## src/rtl/prd_pkg.sv

```systemverilog
package prd_pkg;

  typedef enum logic {
    PRD_RAISE_IRQ = 1'b0,
    PRD_FLAG_ONLY = 1'b1
  } prd_variant_e;

  localparam logic [1:0] MODE_HOLD = 2'b01;
  localparam logic [1:0] MODE_RUN  = 2'b11;

  typedef struct packed {
    logic hit_start;
    logic hit_end;
  } prd_hits_t;

endpackage

```

## src/rtl/prd_line_match.sv

```systemverilog
module prd_line_match #(
  parameter int SCAN_W    = 9,
  parameter int PRD_START = 283,
  parameter int PRD_END   = 301
) (
  input  logic [SCAN_W-1:0] scanline_i,
  output prd_pkg::prd_hits_t hits_o
);
  localparam logic [SCAN_W-1:0] START_L = SCAN_W'(PRD_START);
  localparam logic [SCAN_W-1:0] END_L   = SCAN_W'(PRD_END);

  always_comb begin
    hits_o.hit_start = (scanline_i == START_L);
    hits_o.hit_end   = (scanline_i == END_L);
  end
endmodule

```

## src/rtl/prd_edge_state.sv

```systemverilog
module prd_edge_state #(
  parameter prd_pkg::prd_variant_e VARIANT = prd_pkg::PRD_RAISE_IRQ
) (
  input  logic               clk,
  input  logic               rst,
  input  prd_pkg::prd_hits_t hits_i,
  output logic               flag_o,
  output logic               irq_o
);
  generate
    if (VARIANT == prd_pkg::PRD_RAISE_IRQ) begin : g_irq
      logic flag_q;
      logic irq_q;
      // Interrupt and flag held in separate registers, both active high
      always_ff @(posedge clk) begin
        if (rst) begin
          flag_q <= 1'b0;
          irq_q  <= 1'b0;
        end else if (hits_i.hit_start) begin
          flag_q <= 1'b1;
          irq_q  <= 1'b1;
        end else if (hits_i.hit_end) begin
          flag_q <= 1'b0;
          irq_q  <= 1'b0;
        end
      end
      assign flag_o = flag_q;
      assign irq_o  = irq_q;
    end else begin : g_flag
      logic flag_q;
      // Flag only, active low during predisplay; idle level is 1
      always_ff @(posedge clk) begin
        if (rst) begin
          flag_q <= 1'b1;
        end else if (hits_i.hit_start) begin
          flag_q <= 1'b0;
        end else if (hits_i.hit_end) begin
          flag_q <= 1'b1;
        end
      end
      assign flag_o = flag_q;
      assign irq_o  = 1'b0;
    end
  endgenerate
endmodule

```

## src/rtl/prd_ef_pack.sv

```systemverilog
module prd_ef_pack (
  input  logic       flag_i,
  input  logic       test_n_i,
  input  logic       coin2_n_i,
  input  logic       coin1_n_i,
  output logic [3:0] ef_o
);
  // Bit order is decoded by the processor's flag-branch instructions
  assign ef_o = {coin1_n_i, coin2_n_i, test_n_i, flag_i};
endmodule

```

## src/rtl/prd_boot_timer.sv

```systemverilog
module prd_boot_timer #(
  parameter int BOOT_CYCLES = 715800
) (
  input  logic       clk,
  input  logic       rst,
  output logic [1:0] mode_o
);
  localparam int CNT_W = (BOOT_CYCLES < 2) ? 1 : $clog2(BOOT_CYCLES);
  localparam logic [CNT_W-1:0] LAST = CNT_W'(BOOT_CYCLES - 1);

  logic [CNT_W-1:0] cnt_q;
  logic             run_q;

  always_ff @(posedge clk) begin
    if (rst) begin
      cnt_q <= '0;
      run_q <= 1'b0;
    end else if (!run_q) begin
      if (cnt_q == LAST) run_q <= 1'b1;
      else               cnt_q <= cnt_q + 1'b1;
    end
  end

  assign mode_o = run_q ? prd_pkg::MODE_RUN : prd_pkg::MODE_HOLD;
endmodule

```

## src/rtl/prd_event_unit.sv

```systemverilog
module prd_event_unit #(
  parameter int                    SCAN_W      = 9,
  parameter int                    PRD_START   = 283,
  parameter int                    PRD_END     = 301,
  parameter int                    BOOT_CYCLES = 715800,
  parameter prd_pkg::prd_variant_e VARIANT     = prd_pkg::PRD_RAISE_IRQ
) (
  input  logic              clk,
  input  logic              rst,
  input  logic [SCAN_W-1:0] scanline_i,
  input  logic              test_n_i,
  input  logic              coin1_n_i,
  input  logic              coin2_n_i,
  output logic              irq_o,
  output logic [3:0]        ef_o,
  output logic [1:0]        mode_o
);
  prd_pkg::prd_hits_t hits;
  logic               flag;

  prd_line_match #(
    .SCAN_W(SCAN_W), .PRD_START(PRD_START), .PRD_END(PRD_END)
  ) u_match (
    .scanline_i(scanline_i),
    .hits_o    (hits)
  );

  prd_edge_state #(.VARIANT(VARIANT)) u_state (
    .clk   (clk),
    .rst   (rst),
    .hits_i(hits),
    .flag_o(flag),
    .irq_o (irq_o)
  );

  prd_ef_pack u_ef (
    .flag_i   (flag),
    .test_n_i (test_n_i),
    .coin2_n_i(coin2_n_i),
    .coin1_n_i(coin1_n_i),
    .ef_o     (ef_o)
  );

  prd_boot_timer #(.BOOT_CYCLES(BOOT_CYCLES)) u_boot (
    .clk   (clk),
    .rst   (rst),
    .mode_o(mode_o)
  );
endmodule

```

## config.mk

```make
export PLATFORM = sky130hd
export DESIGN_NAME = prd_event_unit
export DESIGN_NICKNAME = d
export VERILOG_FILES = /design/src/rtl/prd_pkg.sv /design/src/rtl/prd_line_match.sv /design/src/rtl/prd_edge_state.sv /design/src/rtl/prd_ef_pack.sv /design/src/rtl/prd_boot_timer.sv /design/src/rtl/prd_event_unit.sv
export SDC_FILE = /design/constraint.sdc
export NUM_CORES = 1
export LEC_CHECK = 0
export BUFFER_PORTS_ARGS = -buffer_cell sky130_fd_sc_hd__buf_2
export CAP_MARGIN = 20
export CELL_PAD_IN_SITES_DETAIL_PLACEMENT = 1
export CELL_PAD_IN_SITES_GLOBAL_PLACEMENT = 2
export CORE_ASPECT_RATIO = 1.25
export CORE_MARGIN = 2
export CORE_UTILIZATION = 35
export CTS_CLUSTER_DIAMETER = 60
export DETAILED_ROUTE_END_ITERATION = 7
export PLACE_DENSITY_LB_ADDON = 0.1
export SLEW_MARGIN = 25
export SYNTH_ARGS = -nofsm -noshare
export SYNTH_HDL_FRONTEND = slang
export SYNTH_HIERARCHICAL = 1
export SYNTH_SLANG_ARGS = --single-unit
```

## constraint.sdc

```tcl
create_clock -name clk -period 3 [get_ports clk]
set_input_delay 0 -clock clk [delete_from_list [all_inputs] [get_ports clk]]
set_output_delay 0 -clock clk [all_outputs]
set_load 0.01 [all_outputs]
```

==> impl_metrics.env, run 1 <==
export IMPL_use_met1_pct=22.06
export IMPL_pwr_density_cell_nw_per_um2=417.7
export IMPL_crit_path_top_delay_cell="or4_4"
export IMPL_row_count=24
export IMPL_synthCells=138
export IMPL_end_kind="flip-flop"
export IMPL_rr_startpoint="u_boot/cnt_q[14]$_SDFFE_PP0P_"
export IMPL_critPathLaunchType="flip-flop"
export IMPL_n_antenna_cell=0
export IMPL_vias=1014
export IMPL_met2_usage_pct=25.42
export IMPL_io_pin_count=21
export IMPL_num_nets_final=160
export IMPL_syn2layout_area_growth_pct=5.919
export IMPL_ys_ff_latch=22
export IMPL_initial_core_util_pct=35.82
export IMPL_clock_latency_ns=0.26
export IMPL_cts_tree="done"
export IMPL_first_pass_iters=4
export IMPL_cts_buffers=3
export IMPL_synth_nets=154
export IMPL_hold_class="input pin to primary output"
export IMPL_drv_cap=0
export IMPL_fp_dieW_um=56.94
export IMPL_worstSetupPathType="flip-flop to flip-flop"
export IMPL_overflow=0
export IMPL_status="finished, final reports clean"
export IMPL_timing_final_ws_setup_ns=1.042
export IMPL_crit_family="simple AND/OR/NAND/NOR gates"
export IMPL_dp_hpwl_um=2094
export IMPL_drt_initial_drc_count=7
export IMPL_power_mw=0.5425
export IMPL_fin_crit_sh_pct=65.28
export IMPL_finalCriticalPeriod_ns=1.958
export IMPL_cts_reportedPaths_clkPinSlew_ns=0.08
export IMPL_multi_input_area_um2=670.6
export IMPL_hold_viol=0
export IMPL_grt_pass1_vias=1020
export IMPL_fp_dieH_um=70.18
export IMPL_max_slew_margin_pct=61.44
export IMPL_portBuffers=13
export IMPL_p_leak_nw=0.4409
export IMPL_ys_async_sr_fraction_pct=0
export IMPL_drc=0
export IMPL_path_max_fanout=14
export IMPL_nFillCells=438
export IMPL_grt_use_met3_pct=2.778
export IMPL_grt_busiest_layer="met2"
export IMPL_grt_pass1_wl_um=5057
export IMPL_clock_skew_ns=0.002250
export IMPL_cts_resized=0
export IMPL_ctsHoldBuffers=0
export IMPL_clock_path_buffers=2
export IMPL_grt_max_degree=25
export IMPL_critPathMaxStageDelay_ns=0.52
export IMPL_root_buffer="clkbuf_8"
export IMPL_ir_worst_vdd_mv=0.2138
export IMPL_core_area_um2=3423
export IMPL_seq_area_frac_synth_pct=35.92
export IMPL_fin_tns_setup_ns=0
export IMPL_cts_sinks=22
export IMPL_postCtsSetupRepairBufs=0
export IMPL_grt_total_usage_pct=15.95
export IMPL_crit_buf_inv=0
export IMPL_startpoint="u_boot/cnt_q[14]$_SDFFE_PP0P_"
export IMPL_ctsHtreeMaxLevel=1
export IMPL_drive_gt1_share_pct=19.58
export IMPL_yosysMostFrequentCell="dfxtp_1"
export IMPL_die_area_um2=3996
export IMPL_netlist_area_leader_share_pct=35.92
export IMPL_synth_cell_types=44
export IMPL_ant_nets=0
export IMPL_netlist_top_cells_count="dfxtp_1 (22), nor2_1 (16), buf_4 (7), nand3_1 (7), nand2_1 (6)"
export IMPL_synth_top_cell_by_area="dfxtp_1"
export IMPL_regArea_um2=440.4
export IMPL_tightest_slew_ns=0.5731
export IMPL_timing_fmax_mhz=510.6
export IMPL_min_delay_start="test_n_i"
export IMPL_setup_viol=0
export IMPL_gp_congestion=0.7619
export IMPL_finalWirelength_um=2852
export IMPL_cp_required_ns=3.16
export IMPL_grt_setup_unrepaired="no"
export IMPL_dp_slack_ns=1.026
export IMPL_vias_per_cell=5.571
export IMPL_antenna_found_initial=0
export IMPL_cp_cell_sequence="nand2_2 > or4_4 > o21bai_4 > nor3b_2 > mux2_4"
export IMPL_slew_violations=0
export IMPL_syn_avg_cell_area_um2=8.885
export IMPL_synth_area_um2=1226
export IMPL_ys_warn_count=6
export IMPL_synth_edf_count=0
export IMPL_critical_path_arrival_ns=2.12
export IMPL_yosys_top_cells_area="dfxtp_1 (36%), nor2_1 (4.9%), buf_4 (4.3%)"
export IMPL_avgRoutedWirePerCell_um=15.67
export IMPL_synthFlopType="dfxtp_1"
## placed cells by master, fill, tap and decap left out, types with 2 or more instances in the layout
| cell | netlist | routed |
|---|---|---|
| nor3_1 | 4 | 4 |
| nand3_1 | 7 | 7 |
| nor2b_1 | 2 | 2 |
| or4_1 | 5 | 5 |
| clkbuf_8 | 1 | 4 |
| dfxtp_1 | 22 | 22 |
| ha_1 | 2 | 2 |
| nor2_1 | 16 | 16 |
| xor2_1 | 4 | 4 |
| inv_1 | 5 | 5 |
| nand4_1 | 5 | 5 |
| nor4b_1 | 2 | 2 |
| buf_2 | 0 | 13 |
| o211ai_1 | 2 | 2 |
| nand4b_1 | 2 | 2 |
| o21ai_0 | 3 | 3 |
| xnor2_1 | 5 | 5 |
| nor4_1 | 3 | 3 |
| a21oi_1 | 5 | 5 |
| o31ai_1 | 4 | 4 |
| nand2_1 | 6 | 6 |
| nand4bb_1 | 3 | 3 |
## cells by family after synthesis
kind of cell             share of synthesized area (%)
buffers and inverters                            9.387
multiplexers                                     2.959
adder cells (fa/ha/maj)                          2.040
other                                           0.3058
AND/OR/NAND/NOR                                  33.27
AO/OA/AOI/OAI                                    9.694
flip-flops                                       35.92
XOR/XNOR                                         6.428
## cell type report
cell class,count,share of cell area (%)
sequential,22,33.91
multi-input combinational,99,51.64
tap,39,3.757
clock buffer,4,4.239
timing repair buffer,13,5.010
inverter,5,1.445
## final timing paths
check,end,slack [ns],depth (start not counted)
max,u_boot/cnt_q[11]$_SDFFE_PP0P_,1.04,5
min,ef_o[1],0.00002,0
max reg2reg,u_boot/cnt_q[11]$_SDFFE_PP0P_,1.04,5
min reg2reg,u_boot/cnt_q[19]$_SDFFE_PP0P_,0.50,2
## flip-flops by register name, indices dropped and copies added (netlist names)
register       count
u_boot/cnt_q      20
u_boot/run_q       1
u_state/irq_o      1
## per-stage QoR
step / util (%) / hold slack, ns / instance area, µm² / std cells
2_1_floorplan: - / 0.06244 / 1226 / 138
3_3_place_gp: 36.33 / 0.00006862 / 1244 / 178
3_5_place_dp: 36.33 / 0.00006862 / 1244 / 178
4_1_cts: 37.94 / 0.00006862 / 1299 / 182
5_1_grt: 37.94 / 0.00006461 / 1299 / 182
6_report: 37.94 / 0.00002186 / 1299 / 182
## worst reg2reg max path, cell delays in order, from the launching register on
cell and delay (ns):
dfxtp_1 0.47, nand2_2 0.10, or4_4 0.52, o21bai_4 0.34
nor3b_2 0.11, mux2_4 0.31
## report_power, final
group          internal, mW  leakage (nW)  total, mW  switching [mW]
Clock                 0.117        0.0288      0.218           0.101
Sequential            0.295         0.178      0.299         0.00428
Combinational        0.0111         0.234     0.0252          0.0141
## metal layers
layer  wire (µm)  part of all wire, %  up-vias
met2        1390                   49       17
met1        1363                   48      498
li1            -                    -      497
met3          73                  2.6        2
met5           0                    0        -
met4          24                 0.84        0
(Power assumes the default switching activity.)
==> run 2, diff against run 1 <==
- CORE_UTILIZATION: 35 -> 33
- clock period: 3 -> 1.9 ns (I/O delays scaled with it)
==> run 2 against run 1 <==
Net effect:
- sequential power increased by 58%
- clock skew rose by 0.0050 ns
- final cell count grew 7.7%
- critical endpoint unchanged
==> impl_metrics.env, run 2 (synthesis gave the netlist of run 1 again) <==
export IMPL_worstSetupPathType="flip-flop to flip-flop"
export IMPL_ctsHoldBuffers=0
export IMPL_crit_buf_inv=0
export IMPL_min_delay_start="coin2_n_i"
export IMPL_grt_pass1_vias=1174
export IMPL_drc=0
export IMPL_clock_skew_ns=0.007225
export IMPL_timing_final_ws_setup_ns=0.09827
export IMPL_largest_reg_flops=20
export IMPL_cp_cell_sequence="nand2_2 > or4_4 > o21bai_4 > nor3b_2 > mux2_4"
export IMPL_critPathLaunchType="flip-flop"
export IMPL_crit_path_top_delay_cell="or4_4"
export IMPL_avgRoutedWirePerCell_um=15.89
export IMPL_grt_pass1_wl_um=5409
export IMPL_antenna_found_initial=0
export IMPL_io_pin_count=21
export IMPL_cp_required_ns=2.06
export IMPL_placed_area_um2=1341
export IMPL_hold_viol=0
export IMPL_vias_per_cell=5.459
export IMPL_finalWirelength_um=3115
export IMPL_vias=1070
export IMPL_ctsHtreeMaxLevel=1
export IMPL_timing_fmax_mhz=555.0
export IMPL_multi_input_area_um2=688.2
export IMPL_cts_buffers=3
export IMPL_dp_slack_ns=0.05711
export IMPL_portBuffers=13
export IMPL_postCtsSetupRepairBufs=0
export IMPL_critical_path_arrival_ns=1.96
export IMPL_rr_startpoint="u_boot/cnt_q[15]$_SDFFE_PP0P_"
export IMPL_root_buffer="clkbuf_8"
export IMPL_cts_sinks=22
export IMPL_clock_latency_ns=0.26
export IMPL_crit_family="simple AND/OR/NAND/NOR gates"
export IMPL_drive_gt1_share_pct=28.03
export IMPL_p_leak_nw=0.5137
export IMPL_clock_path_buffers=2
export IMPL_drt_initial_drc_count=27
export IMPL_initial_core_util_pct=34.90
export IMPL_die_area_um2=4222
export IMPL_stdcell_area_um2=1415
export IMPL_ant_nets=0
export IMPL_grt_max_degree=25
export IMPL_critPathMaxStageDelay_ns=0.53
export IMPL_hold_class="input pin to primary output"
export IMPL_gp_congestion=0.7810
export IMPL_ir_worst_vdd_mv=0.3134
export IMPL_setup_viol=0
export IMPL_final_common_cell="dfxtp_1"
export IMPL_cts_reportedPaths_clkPinSlew_ns=0.08
export IMPL_slew_violations=0
export IMPL_finalCriticalPeriod_ns=1.802
export IMPL_pwr_density_cell_nw_per_um2=601.7
export IMPL_status="finished, final reports clean"
export IMPL_fp_dieH_um=72.15
export IMPL_core_area_um2=3513
export IMPL_grt_setup_unrepaired="no"
export IMPL_first_pass_iters=4
export IMPL_overflow=0
export IMPL_cts_tree="done"
export IMPL_fin_tns_setup_ns=0
export IMPL_grt_total_usage_pct=16.42
export IMPL_num_nets_final=174
export IMPL_fin_crit_sh_pct=94.83
export IMPL_top_register="u_boot/cnt_q"
export IMPL_syn2layout_area_growth_pct=15.41
export IMPL_startpoint="u_boot/cnt_q[15]$_SDFFE_PP0P_"
export IMPL_row_count=24
export IMPL_regArea_um2=441.7
export IMPL_mostFrequentLayoutCells="dfxtp_1 (21), nor2_1 (16), buf_2 (13), buf_4 (13), nand3_1 (7)"
export IMPL_nFillCells=425
export IMPL_n_antenna_cell=0
export IMPL_fp_dieW_um=58.52
export IMPL_drv_cap=0
export IMPL_path_max_fanout=7
export IMPL_dp_hpwl_um=2427
export IMPL_end_kind="flip-flop"
[run 2: path summary, 6_finish.rpt]
kind	to	slack [ns]	cells past startpoint
setup / recovery	u_boot/cnt_q[11]$_SDFFE_PP0P_	0.1	5
hold / removal	ef_o[2]	0.00002	0
setup reg to reg	u_boot/cnt_q[11]$_SDFFE_PP0P_	0.1	5
hold reg to reg	u_boot/cnt_q[13]$_SDFFE_PP0P_	0.51	2
[run 2: power by group]
group	switching (mW)	internal, mW
Combinational	0.0238	0.0198
Clock	0.151	0.184
Sequential	0.00664	0.466
[run 2: metrics by stage]
stage               power (mW)  util, %  hold slack (ns)  std cells
floorplan               0.5153        -          0.06244        138
global placement        0.5251    38.18       0.00006862        191
detailed placement      0.5276    38.18       0.00006862        191
CTS                     0.8695    39.74       0.00006862        195
global route            0.8959    40.28       0.00006819        196
finish                  0.8515    40.28       0.00002186        196
[run 2: layout make-up]
cell class	count	share of cell area [%]
tap	39	3.448
clock buffer	4	3.890
multi-input combinational	100	48.63
sequential	22	31.21
inverter	5	1.326
timing repair buffer	26	11.49
[run 2: routing by layer]
metal / vias to the layer above / wire length [µm] / track usage [%]
met4: 0 / 19 / 4.651
li1: 525 / - / -
met5: - / 0 / 0
met2: 15 / 1657 / 29.96
met1: 528 / 1376 / 19.60
met3: 2 / 61 / 2.317
[run 2: repair_timing]
| action | CTS | global route |
|---|---|---|
| setup endpoints to repair | 0 | 5 |
| resized for setup | 0 | 2 |
| endpoints found under the hold margin | 0 | 0 |
